**config.mk**
```make
export PLATFORM = sky130hd
export DESIGN_NAME = blkxfer_seq
export DESIGN_NICKNAME = d
export VERILOG_FILES = /design/src/rtl/blkxfer_pkg.sv /design/src/rtl/blkxfer_rstsync.sv /design/src/rtl/blkxfer_popcnt.sv /design/src/rtl/blkxfer_plan.sv /design/src/rtl/blkxfer_pick.sv /design/src/rtl/blkxfer_seq.sv
export SDC_FILE = /design/constraint.sdc
export NUM_CORES = 1
export LEC_CHECK = 0
export ABC_CLOCK_PERIOD_IN_PS = 4400
export BUFFER_PORTS_ARGS = -buffer_cell sky130_fd_sc_hd__buf_4
export CORE_ASPECT_RATIO = 0.9
export CORE_MARGIN = 3
export CORE_UTILIZATION = 45
export CTS_BUF_LIST = sky130_fd_sc_hd__clkbuf_4 sky130_fd_sc_hd__clkbuf_8
export CTS_CLUSTER_SIZE = 40
export DETAILED_ROUTE_END_ITERATION = 16
export PLACE_DENSITY = 0.64
export SYNTH_ARGS = -nofsm -noshare
export SYNTH_HDL_FRONTEND = slang
export SYNTH_SLANG_ARGS = --single-unit
```
**constraint.sdc**
```tcl
create_clock -name clk -period 4.4 [get_ports clk]
set_clock_uncertainty 0.15 [all_clocks]
set_input_delay 0.44 -clock clk [delete_from_list [all_inputs] [get_ports clk]]
set_output_delay 0.44 -clock clk [all_outputs]
set_load 0.05 [all_outputs]
```
**src/rtl/blkxfer_pkg.sv**
```systemverilog
package blkxfer_pkg;

  typedef enum logic [1:0] {
    XM_INC_AFTER  = 2'd0,
    XM_INC_BEFORE = 2'd1,
    XM_DEC_AFTER  = 2'd2,
    XM_DEC_BEFORE = 2'd3
  } xfer_mode_e;

  typedef enum logic [1:0] {
    SQ_IDLE = 2'd0,
    SQ_RUN  = 2'd1,
    SQ_FIN  = 2'd2
  } seq_state_e;

endpackage

```
**src/rtl/blkxfer_rstsync.sv**
```systemverilog
module blkxfer_rstsync #(
  parameter int STAGES = 2
) (
  input  logic clk,
  input  logic rst_n,
  output logic rst_sync_n
);

  logic [STAGES-1:0] chain_q;

  always_ff @(posedge clk or negedge rst_n) begin
    if (!rst_n) begin
      chain_q <= '0;
    end else begin
      chain_q <= {chain_q[STAGES-2:0], 1'b1};
    end
  end

  assign rst_sync_n = chain_q[STAGES-1];

endmodule

```
**src/rtl/blkxfer_popcnt.sv**
```systemverilog
module blkxfer_popcnt #(
  parameter int N  = 16,
  parameter int CW = $clog2(N + 1)
) (
  input  logic [N-1:0]  vec_i,
  output logic [CW-1:0] cnt_o
);

  always_comb begin
    cnt_o = '0;
    for (int i = 0; i < N; i++) begin
      cnt_o = cnt_o + CW'(vec_i[i]);
    end
  end

endmodule

```
**src/rtl/blkxfer_plan.sv**
```systemverilog
module blkxfer_plan
  import blkxfer_pkg::*;
#(
  parameter int AW   = 32,
  parameter int CW   = 5,
  parameter int STEP = 4
) (
  input  logic [AW-1:0] base_i,
  input  logic [CW-1:0] cnt_i,
  input  logic [1:0]    mode_i,
  output logic [AW-1:0] first_o,
  output logic [AW-1:0] final_o
);

  localparam logic [AW-1:0] STEP_W = AW'(STEP);

  logic [AW-1:0] span;
  logic [AW-1:0] low_end;
  logic [AW-1:0] high_end;

  assign span     = AW'(cnt_i) * STEP_W;
  assign low_end  = base_i - span;
  assign high_end = base_i + span;

  always_comb begin
    unique case (xfer_mode_e'(mode_i))
      XM_INC_AFTER:  first_o = base_i;
      XM_INC_BEFORE: first_o = base_i + STEP_W;
      XM_DEC_AFTER:  first_o = low_end + STEP_W;
      default:       first_o = low_end;
    endcase
  end

  assign final_o = mode_i[1] ? low_end : high_end;

endmodule

```
**src/rtl/blkxfer_pick.sv**
```systemverilog
module blkxfer_pick #(
  parameter int N  = 16,
  parameter int IW = $clog2(N)
) (
  input  logic [N-1:0]  vec_i,
  output logic [IW-1:0] idx_o,
  output logic [N-1:0]  onehot_o,
  output logic          last_o
);

  logic found;

  always_comb begin
    idx_o = '0;
    found = 1'b0;
    for (int i = 0; i < N; i++) begin
      if (vec_i[i] && !found) begin
        idx_o = IW'(i);
        found = 1'b1;
      end
    end
  end

  assign onehot_o = vec_i & (~vec_i + N'(1));
  assign last_o   = ((vec_i & (vec_i - N'(1))) == '0);

endmodule

```
**src/rtl/blkxfer_seq.sv**
```systemverilog
module blkxfer_seq
  import blkxfer_pkg::*;
#(
  parameter int AW   = 32,
  parameter int NREG = 16,
  parameter int STEP = 4
) (
  input  logic            clk,
  input  logic            rst_n,
  input  logic            start_i,
  input  logic [AW-1:0]   base_i,
  input  logic [NREG-1:0] mask_i,
  input  logic [1:0]      mode_i,
  input  logic            wb_en_i,
  input  logic            load_i,
  output logic            acc_valid_o,
  output logic [AW-1:0]   acc_addr_o,
  output logic [$clog2(NREG)-1:0] acc_reg_o,
  output logic            acc_load_o,
  output logic            done_o,
  output logic            wb_valid_o,
  output logic [AW-1:0]   wb_base_o
);

  localparam int IW = $clog2(NREG);
  localparam int CW = $clog2(NREG + 1);
  localparam logic [AW-1:0] STEP_W = AW'(STEP);

  logic rst_sync_n;

  seq_state_e      state_q, state_n;
  logic [NREG-1:0] pend_q, pend_n;
  logic [AW-1:0]   addr_q, addr_n;
  logic [AW-1:0]   wbval_q, wbval_n;
  logic            load_q, load_n;
  logic            wben_q, wben_n;

  logic [CW-1:0]   req_cnt;
  logic [AW-1:0]   req_first;
  logic [AW-1:0]   req_final;
  logic [IW-1:0]   cur_idx;
  logic [NREG-1:0] cur_onehot;
  logic            cur_last;
  logic            accept;
  logic            advance;

  blkxfer_rstsync #(.STAGES(2)) u_rst (
    .clk        (clk),
    .rst_n      (rst_n),
    .rst_sync_n (rst_sync_n)
  );

  blkxfer_popcnt #(.N(NREG), .CW(CW)) u_cnt (
    .vec_i (mask_i),
    .cnt_o (req_cnt)
  );

  blkxfer_plan #(.AW(AW), .CW(CW), .STEP(STEP)) u_plan (
    .base_i  (base_i),
    .cnt_i   (req_cnt),
    .mode_i  (mode_i),
    .first_o (req_first),
    .final_o (req_final)
  );

  blkxfer_pick #(.N(NREG), .IW(IW)) u_pick (
    .vec_i    (pend_q),
    .idx_o    (cur_idx),
    .onehot_o (cur_onehot),
    .last_o   (cur_last)
  );

  assign accept  = (state_q == SQ_IDLE) && start_i;
  assign advance = (state_q == SQ_RUN);

  always_comb begin
    state_n = state_q;
    pend_n  = pend_q;
    addr_n  = addr_q;
    wbval_n = wbval_q;
    load_n  = load_q;
    wben_n  = wben_q;
    unique case (state_q)
      SQ_IDLE: begin
        if (accept) begin
          pend_n  = mask_i;
          addr_n  = req_first;
          wbval_n = req_final;
          load_n  = load_i;
          wben_n  = wb_en_i;
          state_n = (mask_i == '0) ? SQ_FIN : SQ_RUN;
        end
      end
      SQ_RUN: begin
        pend_n = pend_q & ~cur_onehot;
        addr_n = addr_q + STEP_W;
        if (cur_last) begin
          state_n = SQ_FIN;
        end
      end
      default: begin
        state_n = SQ_IDLE;
      end
    endcase
  end

  always_ff @(posedge clk or negedge rst_sync_n) begin
    if (!rst_sync_n) begin
      state_q <= SQ_IDLE;
    end else begin
      state_q <= state_n;
    end
  end

  always_ff @(posedge clk or negedge rst_sync_n) begin
    if (!rst_sync_n) begin
      pend_q  <= '0;
      addr_q  <= '0;
      wbval_q <= '0;
      load_q  <= 1'b0;
      wben_q  <= 1'b0;
    end else if (accept || advance) begin
      pend_q  <= pend_n;
      addr_q  <= addr_n;
      wbval_q <= wbval_n;
      load_q  <= load_n;
      wben_q  <= wben_n;
    end
  end

  assign acc_valid_o = (state_q == SQ_RUN);
  assign acc_addr_o  = addr_q;
  assign acc_reg_o   = cur_idx;
  assign acc_load_o  = load_q;
  assign done_o      = (state_q == SQ_FIN);
  assign wb_valid_o  = done_o && wben_q;
  assign wb_base_o   = wb_valid_o ? wbval_q : '0;

endmodule

```
# --- Word-level counts from Yosys, hierarchy flattened ---
# Index checks and enable logic that the tools add are counted.
word_totals:
  register_bits: 86
  in_bits: 55
  out_inout_bits: 72
op_classes:
  addsub: 22
  eq_ne: 6
  muxes: 41
  n_bitwise: 5
  reduce_logical: 41
op_table:
  columns: ["operator", "count"]
  rows:
  - ["adder 32 x 3 -> 32 bit (second input constant)", 3]
  - ["2-to-1 mux 32 bit", 3]
  - ["one-hot mux 32 bit (3 select lines)", 1]
  - ["adder 5 x 1 -> 5 bit", 14]
  - ["one-hot mux 32 bit (2 select lines)", 1]
  - ["AND 16 bit", 3]
  - ["adder 32 x 7 -> 32 bit", 1]
  - ["logical NOT 16 bit", 2]
  - ["2-to-1 mux 4 bit", 8]
  - ["inverter 16 bit", 2]
  - ["one-hot mux 16 bit (2 select lines)", 1]
  - ["subtractor 32 x 7 -> 32 bit", 1]
  - ["logical AND 1 bit", 17]
  - ["adder 16 x 1 -> 16 bit (second input constant)", 1]
  - ["2-to-1 mux 1 bit", 16]
  - ["2-to-1 mux 16 bit", 1]
  - ["subtractor 16 x 1 -> 16 bit (second input constant)", 1]
  - ["logical NOT 1 bit", 15]
  - ["2-to-1 mux 3 bit", 4]
  - ["2-to-1 mux 2 bit", 5]
  - ["AND reduction 3 bit", 2]
  - ["equality test 2 x 1 -> 1 bit (second input constant)", 2]
  - ["equality test 2 bit (second input constant)", 2]
  - ["logical NOT 2 bit", 2]
  - ["other kinds (6)", 7]

# --- Logic depth before layout (Yosys ltp) ---
# Gate-level depths: netlist (run 1).
logic_depth:
  word_depth: 46
  depth_mapped: 28

# --- Cells and area by module ---
# From an unflattened synthesis (run 1), not the netlist that was laid out.
unflattened:
  cells_unflattened: 1196
  hier_area_um2: 8753.4
by_module_without_submodules:
  columns: ["module", "instances", "cells_per_inst", "area_each_um2", "seq_area_each_um2"]
  rows:
  - ["blkxfer_seq", 1, 525, 4355.4, 2102.0]
  - ["blkxfer_plan", 1, 552, 3484.6, 0.0]
  - ["blkxfer_pick", 1, 75, 474.2, 0.0]
  - ["blkxfer_popcnt", 1, 41, 385.4, 0.0]
  - ["blkxfer_rstsync", 1, 3, 53.8, 50.0]

# --- Worst setup path before layout (run 1) ---
# Ideal clock, no wire load.
synth_path:
  path_kind: "input port to flip-flop"
  start: "input mask_i[0]"
  end: "register addr_q[31] (netlist: acc_addr_o[31])"
  setup_time_ns: 0.110
  t_arrival_ns: 6.603
  t_required_ns: 4.140
  setup_slack_ns: -2.463
  stages: 21
  n_path_buf: 1
  path_cell_list: "inv_1 -> ha_1 -> inv_1 -> fa_1 -> fa_1 -> fa_1 -> fa_1 -> fa_1 -> fa_1 -> xnor2_1 -> inv_1 -> ha_1 -> o311a_1 -> buf_6 -> or4_4 -> a222oi_1 -> nand2_1 -> nor4_4 -> nand4b_1 -> xnor2_1 -> o41ai_1"
synth_between:
  elab_chain_len: 20
synth_rtl:
  columns: ["element", "line_no", "text"]
  rows:
  - ["start, declared", "blkxfer_seq.sv:12", "input logic [NREG-1:0] mask_i,"]
  - ["adder 1 x 1 -> 2 bit *", "blkxfer_popcnt.sv:12", "cnt_o = cnt_o + CW'(vec_i[i]);"]
  - ["adder 5 x 1 -> 5 bit * (14 in a row)", "blkxfer_popcnt.sv:12", null]
  - ["subtractor 32 x 7 -> 32 bit *", "blkxfer_plan.sv:22", "assign low_end = base_i - span;"]
  - ["adder 32 x 3 -> 32 bit", "blkxfer_plan.sv:29", "XM_DEC_AFTER: first_o = low_end + STEP_W;"]
  - ["one-hot mux 32 bit (3 select lines) *", "blkxfer_plan.sv:26", "unique case (xfer_mode_e'(mode_i))"]
  - ["2-to-1 mux 32 bit *", "blkxfer_seq.sv:85", "if (accept) begin"]
  - ["one-hot mux 32 bit (2 select lines) *", "blkxfer_seq.sv:83", "unique case (state_q)"]
  - ["end signal, assigned", "blkxfer_seq.sv:124", "addr_q <= addr_n;"]
  - ["end, declared", "blkxfer_seq.sv:33", "logic [AW-1:0] addr_q, addr_n;"]
# Every way passes the cells marked *; elsewhere a longest branch is shown, timed or not. The select of a mux whose other input is x is not followed.
# A chain may end at the register's enable or synchronous reset.

# --- Worst setup path after layout (run 1) ---
layout_path:
  start: "input mask_i[1]"
  end: "register addr_q[31] (netlist: acc_addr_o[31])"
# The elaborated chain is that of the path after synthesis.

==> metrics, run 1 <==
post-detail-place hpwl=23400 um; CP Launch Type=input pin; share of synthesized registers carrying an async set or reset=1.00; register bit total from synthesis=86; library cells used by synthesis=89; violated checks=setup timing; final non-filler cell total=1649; Initial Util=0.461; Core Footprint=0.0185 mm^2; Syn Std Cell Area=0.00853 mm^2; initial antenna violation count=0; Top FF cell, synth=dfrtp_1; Num CTS Buffers=9; Max Slew Vio Count=0; Post-synth EDFFs=0; CP max FO=4; CTS H-Tree Depth=3; # fillers=1564; die area=0.0207 mm^2; root buf cell=clkbuf_8; type of the worst setup path=input pin to flop; RSZ-0062 raised after global routing=true; Ports=127; final setup margin=-1920 ps; multi-input logic area=0.00690 mm^2; Min-Delay Endpoint=acc_load_o$_DFFE_PN0P_; Core Util, Final=0.667; clock buffer depth=2; Worst EP required=4520 ps; syn nets=1242; Pwr Density=646 mW/mm^2; pre-CTS WS=-2500 ps; DRT Pass-1 Iters=5; Global Route Usage Sum=0.309; Crit Reg-Reg Startpoint=pend_q[0]$_DFFE_PN0P_; max-cap viol count=0; initial drt markers=1057; reg2reg path depth=9; CTS tree=yes; grt ovf=0; Min-Delay Path Class=input pin to flop; slew margin rel.=0.132; Period minus WS final=6320 ps; Synth area leader=dfrtp_1; placed cells=1598; share of layout cells above drive strength 1=0.367; syn_area_per_cell=7.40 um^2; total power=7.98 mW; LEAKAGE=5.30 nW; Layout Nets=1488; Worst-Margin Slew=1300 ps; # DRC=0; hold path depth=3; die height=137 um; cells after synthesis=1153; vias in the first global route=9173; Synth area leaders=dfrtp_1 25%, o21ai_0 6.2%, nand2_1 5.9%; area delta synth->final=44.8%; Critical Path AT=6440 ps; Worst-path clk slew=100 ps; CP Capture Type=flop; R2R Setup Slk=1000 ps; pin count of the biggest net entering global routing=59; status=finished, violations left; Yosys warning count=0; DR WL/cell=19.7 um; input/output buffers=126; GPL Wtd Cong=0.993; most common cell after layout, fill and taps aside=buf_4; die width=151 um; row cnt=47; critical hold path startpoint=load_i; Clock Latency Late Sink=390 ps; Inserted Diodes=0; clock sinks=86; setup violators final=58; most frequent cells in the layout=282 x buf_4, 125 x nand2_1, 85 x dfrtp_1; Routed Antenna Nets=0; Yosys top cell area share=0.252; Final Hold Vio Count=0; FF+latch area=0.00216 mm^2; Final period util=1.44; first-pass GRT wire length=50200 um; RR Endpoint=state_q[0]$_DFFE_PN0P_; Hold Slack=88.9 ps; routed vias/inst=5.97; Max Clk Rate=0.158 GHz; via count=9844; Post-Route WL=32500 um; worst vdd ir=0.417 mV; sequential element share of the synthesized area=0.252
==> per-stage QoR <==
step | area, um^2 | TNS, ps
finish | 12400 | -80160
global route | 12400 | -91580
CTS | 11900 | -75320
detailed placement | 10900 | -109970
global placement | 10900 | -106360
floorplan | 8800 | -79750
==> logic make-up (layout without fill, tap and decap cells) <==
group           count (synthesis)  count (layout)  share of synthesized area
compound gates                334             334                      0.249
xor+xnor                       75              75                     0.0770
fa+ha+maj                      37              37                     0.0639
buf+inv                       142             393                     0.0650
flops                          86              86                      0.252
mux                             6               6                    0.00719
other cells                     1               1                   0.000440
simple gates                  472             472                      0.285
==> worst max-delay path, cell delays in order <==
cell	delay [ps]
buf_12	90
inv_12	30
ha_4	240
inv_2	30
fa_1	490
fa_2	450
fa_1	530
fa_1	430
fa_2	370
fa_2	380
xnor2_2	160
buf_4	140
ha_4	300
nor2_4	50
o311a_1	290
buf_6	140
buf_12	130
nor4_2	270
buf_4	180
and4_4	250
o21ai_2	100
nor4_4	330
nand4b_1	160
xnor2_1	170
o41ai_1	290
==> worst max path at each step <==
stage,startpoint,endpoint,slack (ps),depth (start not counted)
after floorplan,mask_i[1],acc_addr_o[31]$_DFFE_PN0P_,-2150,21
after global placement,mask_i[1],acc_addr_o[24]$_DFFE_PN0P_,-2380,23
after detailed placement,mask_i[1],acc_addr_o[25]$_DFFE_PN0P_,-2500,24
after CTS,mask_i[1],acc_addr_o[12]$_DFFE_PN0P_,-1820,24
after global routing,mask_i[1],acc_addr_o[31]$_DFFE_PN0P_,-2170,28
final,mask_i[1],acc_addr_o[31]$_DFFE_PN0P_,-1920,25
==> registers in the layout, indices dropped and copies added, names as in the netlist <==
register,flops
acc_addr_o,32
acc_load_o,1
pend_q,16
state_q,2
u_rst.chain_q,2
wben_q,1
wbval_q,32
==> final cells by class <==
type	instances	area share
Inverter	58	0.0190
Multi-Input combinational cell	925	0.558
Clock buffer	10	0.0111
Sequential cell	86	0.174
Tap cell	245	0.0248
Clock inverter	6	0.00425
Timing Repair Buffer	319	0.208
==> synth_stat cells, types with 6 or more instances <==
master,count
nand2_1,133
o21ai_0,106
nor2_1,90
dfrtp_1,86
a21oi_1,76
clkbuf_1,72
inv_1,55
and3_1,50
nand3_1,40
xnor2_1,39
xor2_1,36
nor3_1,31
ha_1,22
nand4_1,18
o31ai_1,18
a31oi_1,17
nor4_1,17
or3_1,13
fa_1,12
a211oi_1,11
nand2b_1,11
or4_1,11
o22ai_1,10
nor2b_1,9
and2_1,7
o21a_1,7
or2_2,7
and4_1,6
o211ai_1,6
o41ai_1,6
==> what timing repair did <==
action	4_1_cts	5_1_grt
buffers inserted	28	16
pin swaps	73	55
gates resized for setup	144	84
hold buffers	1	0
setup endpoints to repair	58	58
endpoints found under the hold margin	2	0
==> power breakdown <==
group	leakage (nW)	switching, mW	internal, mW
clock	0.0910	0.350	0.229
combinational	4.16	3.34	2.50
sequential	1.05	0.416	1.15
==> per-layer routing <==
layer	GRT usage	vias to the layer above	routed length, um
met3	0.0742	59	2920
met5	0	-	0
met2	0.467	438	14200
li1	-	4671	-
met1	0.449	4676	14800
met4	0.0685	0	577
No activity file was read; power rests on OpenSTA's default activity.
==> run 2: changes to the inputs <==
Settings changed: CTS_BUF_LIST sky130_fd_sc_hd__clkbuf_4 sky130_fd_sc_hd__clkbuf_8 to default.
==> run 2 against run 1 <==
The flow still finishes with violations (setup timing). First-iteration DRC count down 0.76%. Sequential share of layout area down 0.35 points. Core utilization up 1.4 points. Critical path depth up 3. Global-route usage about the same. Flip-flop and latch count unchanged. Fmax down 1.7%. Power up 3.4%. Register-to-register slack worse by 30 ps. Critical path type unchanged. Critical endpoint is now acc_addr_o[29]$_DFFE_PN0P_.
==> metrics, run 2 (synthesis results as in run 1) <==
slew margin rel.=0.137; grt ovf=0; FF+latch area=0.00216 mm^2; Period minus WS final=6430 ps; CTS tree=yes; clock buffer depth=2; row cnt=47; Global Route Usage Sum=0.309; worst vdd ir=0.382 mV; first-pass GRT wire length=50200 um; hold path depth=3; CP Launch Type=input pin; # fillers=1524; initial drt markers=1049; Min-Delay Path Class=input pin to flop; Max Slew Vio Count=0; Layout Nets=1488; multi-input logic area=0.00703 mm^2; Core Footprint=0.0185 mm^2; post-detail-place hpwl=23400 um; pin count of the biggest net entering global routing=59; max-cap viol count=0; vias in the first global route=9122; root buf cell=clkbuf_16; Worst EP required=4530 ps; Worst-Margin Slew=1290 ps; Routed Antenna Nets=0; reg2reg path depth=9; DR WL/cell=20.0 um; Placed Area=0.0109 mm^2; most frequent cells in the layout=277 x buf_4, 125 x nand2_1, 85 x dfrtp_1; die height=137 um; # DRC=0; CP max FO=7; setup violators final=58; Initial Util=0.461; Max Clk Rate=0.156 GHz; Clock Latency Late Sink=360 ps; CTS H-Tree Depth=3; Critical Path AT=6560 ps; input/output buffers=126; type of the worst setup path=input pin to flop; clock sinks=86; Final Hold Vio Count=0; RSZ-0062 raised after global routing=true; final non-filler cell total=1649; Worst-path clk slew=70 ps; Inserted Diodes=0; routed vias/inst=5.96; status=finished, violations left; die area=0.0207 mm^2; placed cells=1598; Pwr Density=654 mW/mm^2; Num CTS Buffers=9; final setup margin=-2030 ps; DRT Pass-1 Iters=6; Sum Neg Setup Slack=-84960 ps; Ports=127; CP Capture Type=flop; Post-Route WL=33000 um; LEAKAGE=5.43 nW; design area=0.0126 mm^2; initial antenna violation count=0; GPL Wtd Cong=0.993; via count=9835; violated checks=setup timing; die width=151 um; most common cell after layout, fill and taps aside=buf_4; share of layout cells above drive strength 1=0.381; area delta synth->final=47.8%; Final period util=1.46
run 2: cell counts in the layout (fill, tap and decap cells not counted):
Identical to the previous run, type by type.
run 2: report_power, final:
| group | internal, mW | switching [mW] |
|---|---|---|
| registers | 1.15 | 0.419 |
| logic | 2.51 | 3.39 |
| clock network | 0.407 | 0.376 |
run 2: per-layer routing:
layer / track usage / share of wire
met1: 0.453 / 0.45
met5: 0 / 0
met3: 0.0722 / 0.091
met2: 0.461 / 0.44
met4: 0.0755 / 0.024
run 2: area by class of cell:
type                       count  area share
sequential                    86       0.171
timing repair buffer         319       0.205
multi-input combinational    925       0.558
clock inverter                 6     0.00417
inverter                      58      0.0187
tap                          245      0.0243
clock buffer                  10      0.0190
run 2: critical path: stages:
cell      delay [ps]
buf_12            90
inv_12            30
ha_4             240
inv_2             30
fa_1             490
fa_2             450
fa_1             530
fa_1             430
fa_2             390
buf_4            150
nor2b_1          110
o21ai_0          100
nand2b_1         130
xor2_2           180
buf_4            140
ha_4             220
or2b_1           270
a21oi_2          340
buf_4            190
o31ai_1           90
a222oi_1         310
buf_4            230
nand2_4           70
nor4_4           330
buf_4            200
a31o_1           150
nand3_1           70
a31oi_1          170
run 2: per-stage QoR:
stage / hold WS, ps / setup WS (ps) / util / power (mW)
finish: 128 / -2030 / 0.681 / 8.25
global route: 140 / -2160 / 0.681 / 8.77
CTS: 119 / -1870 / 0.649 / 7.79
detailed placement: 77.7 / -2500 / 0.588 / 6.27
global placement: 72.5 / -2380 / 0.588 / 6.19
floorplan: -5.59 / -2150 / - / 4.66
run 2: path summary, 6_finish.rpt:
path                                       startpoint                    endpoint  slack, ps
min reg2reg                u_rst.chain_q[0]$_DFF_PN0_  u_rst.chain_q[1]$_DFF_PN0_        210
min                                            load_i      acc_load_o$_DFFE_PN0P_        130
min in group asynchronous  u_rst.chain_q[1]$_DFF_PN0_      wbval_q[3]$_DFFE_PN0P_        220
max in group asynchronous  u_rst.chain_q[1]$_DFF_PN0_  acc_addr_o[17]$_DFFE_PN0P_       2910
max reg2reg                     pend_q[0]$_DFFE_PN0P_      state_q[0]$_DFFE_PN0P_        970
max                                         mask_i[1]  acc_addr_o[29]$_DFFE_PN0P_      -2030
run 2: what timing repair did:
item | 4_1_cts | 5_1_grt
hold buffers | 1 | 0
gates resized for setup | 162 | 94
hold endpoints to repair | 2 | 0
setup endpoints to repair | 58 | 58
pin swaps | 56 | 67
setup buffers | 18 | 20
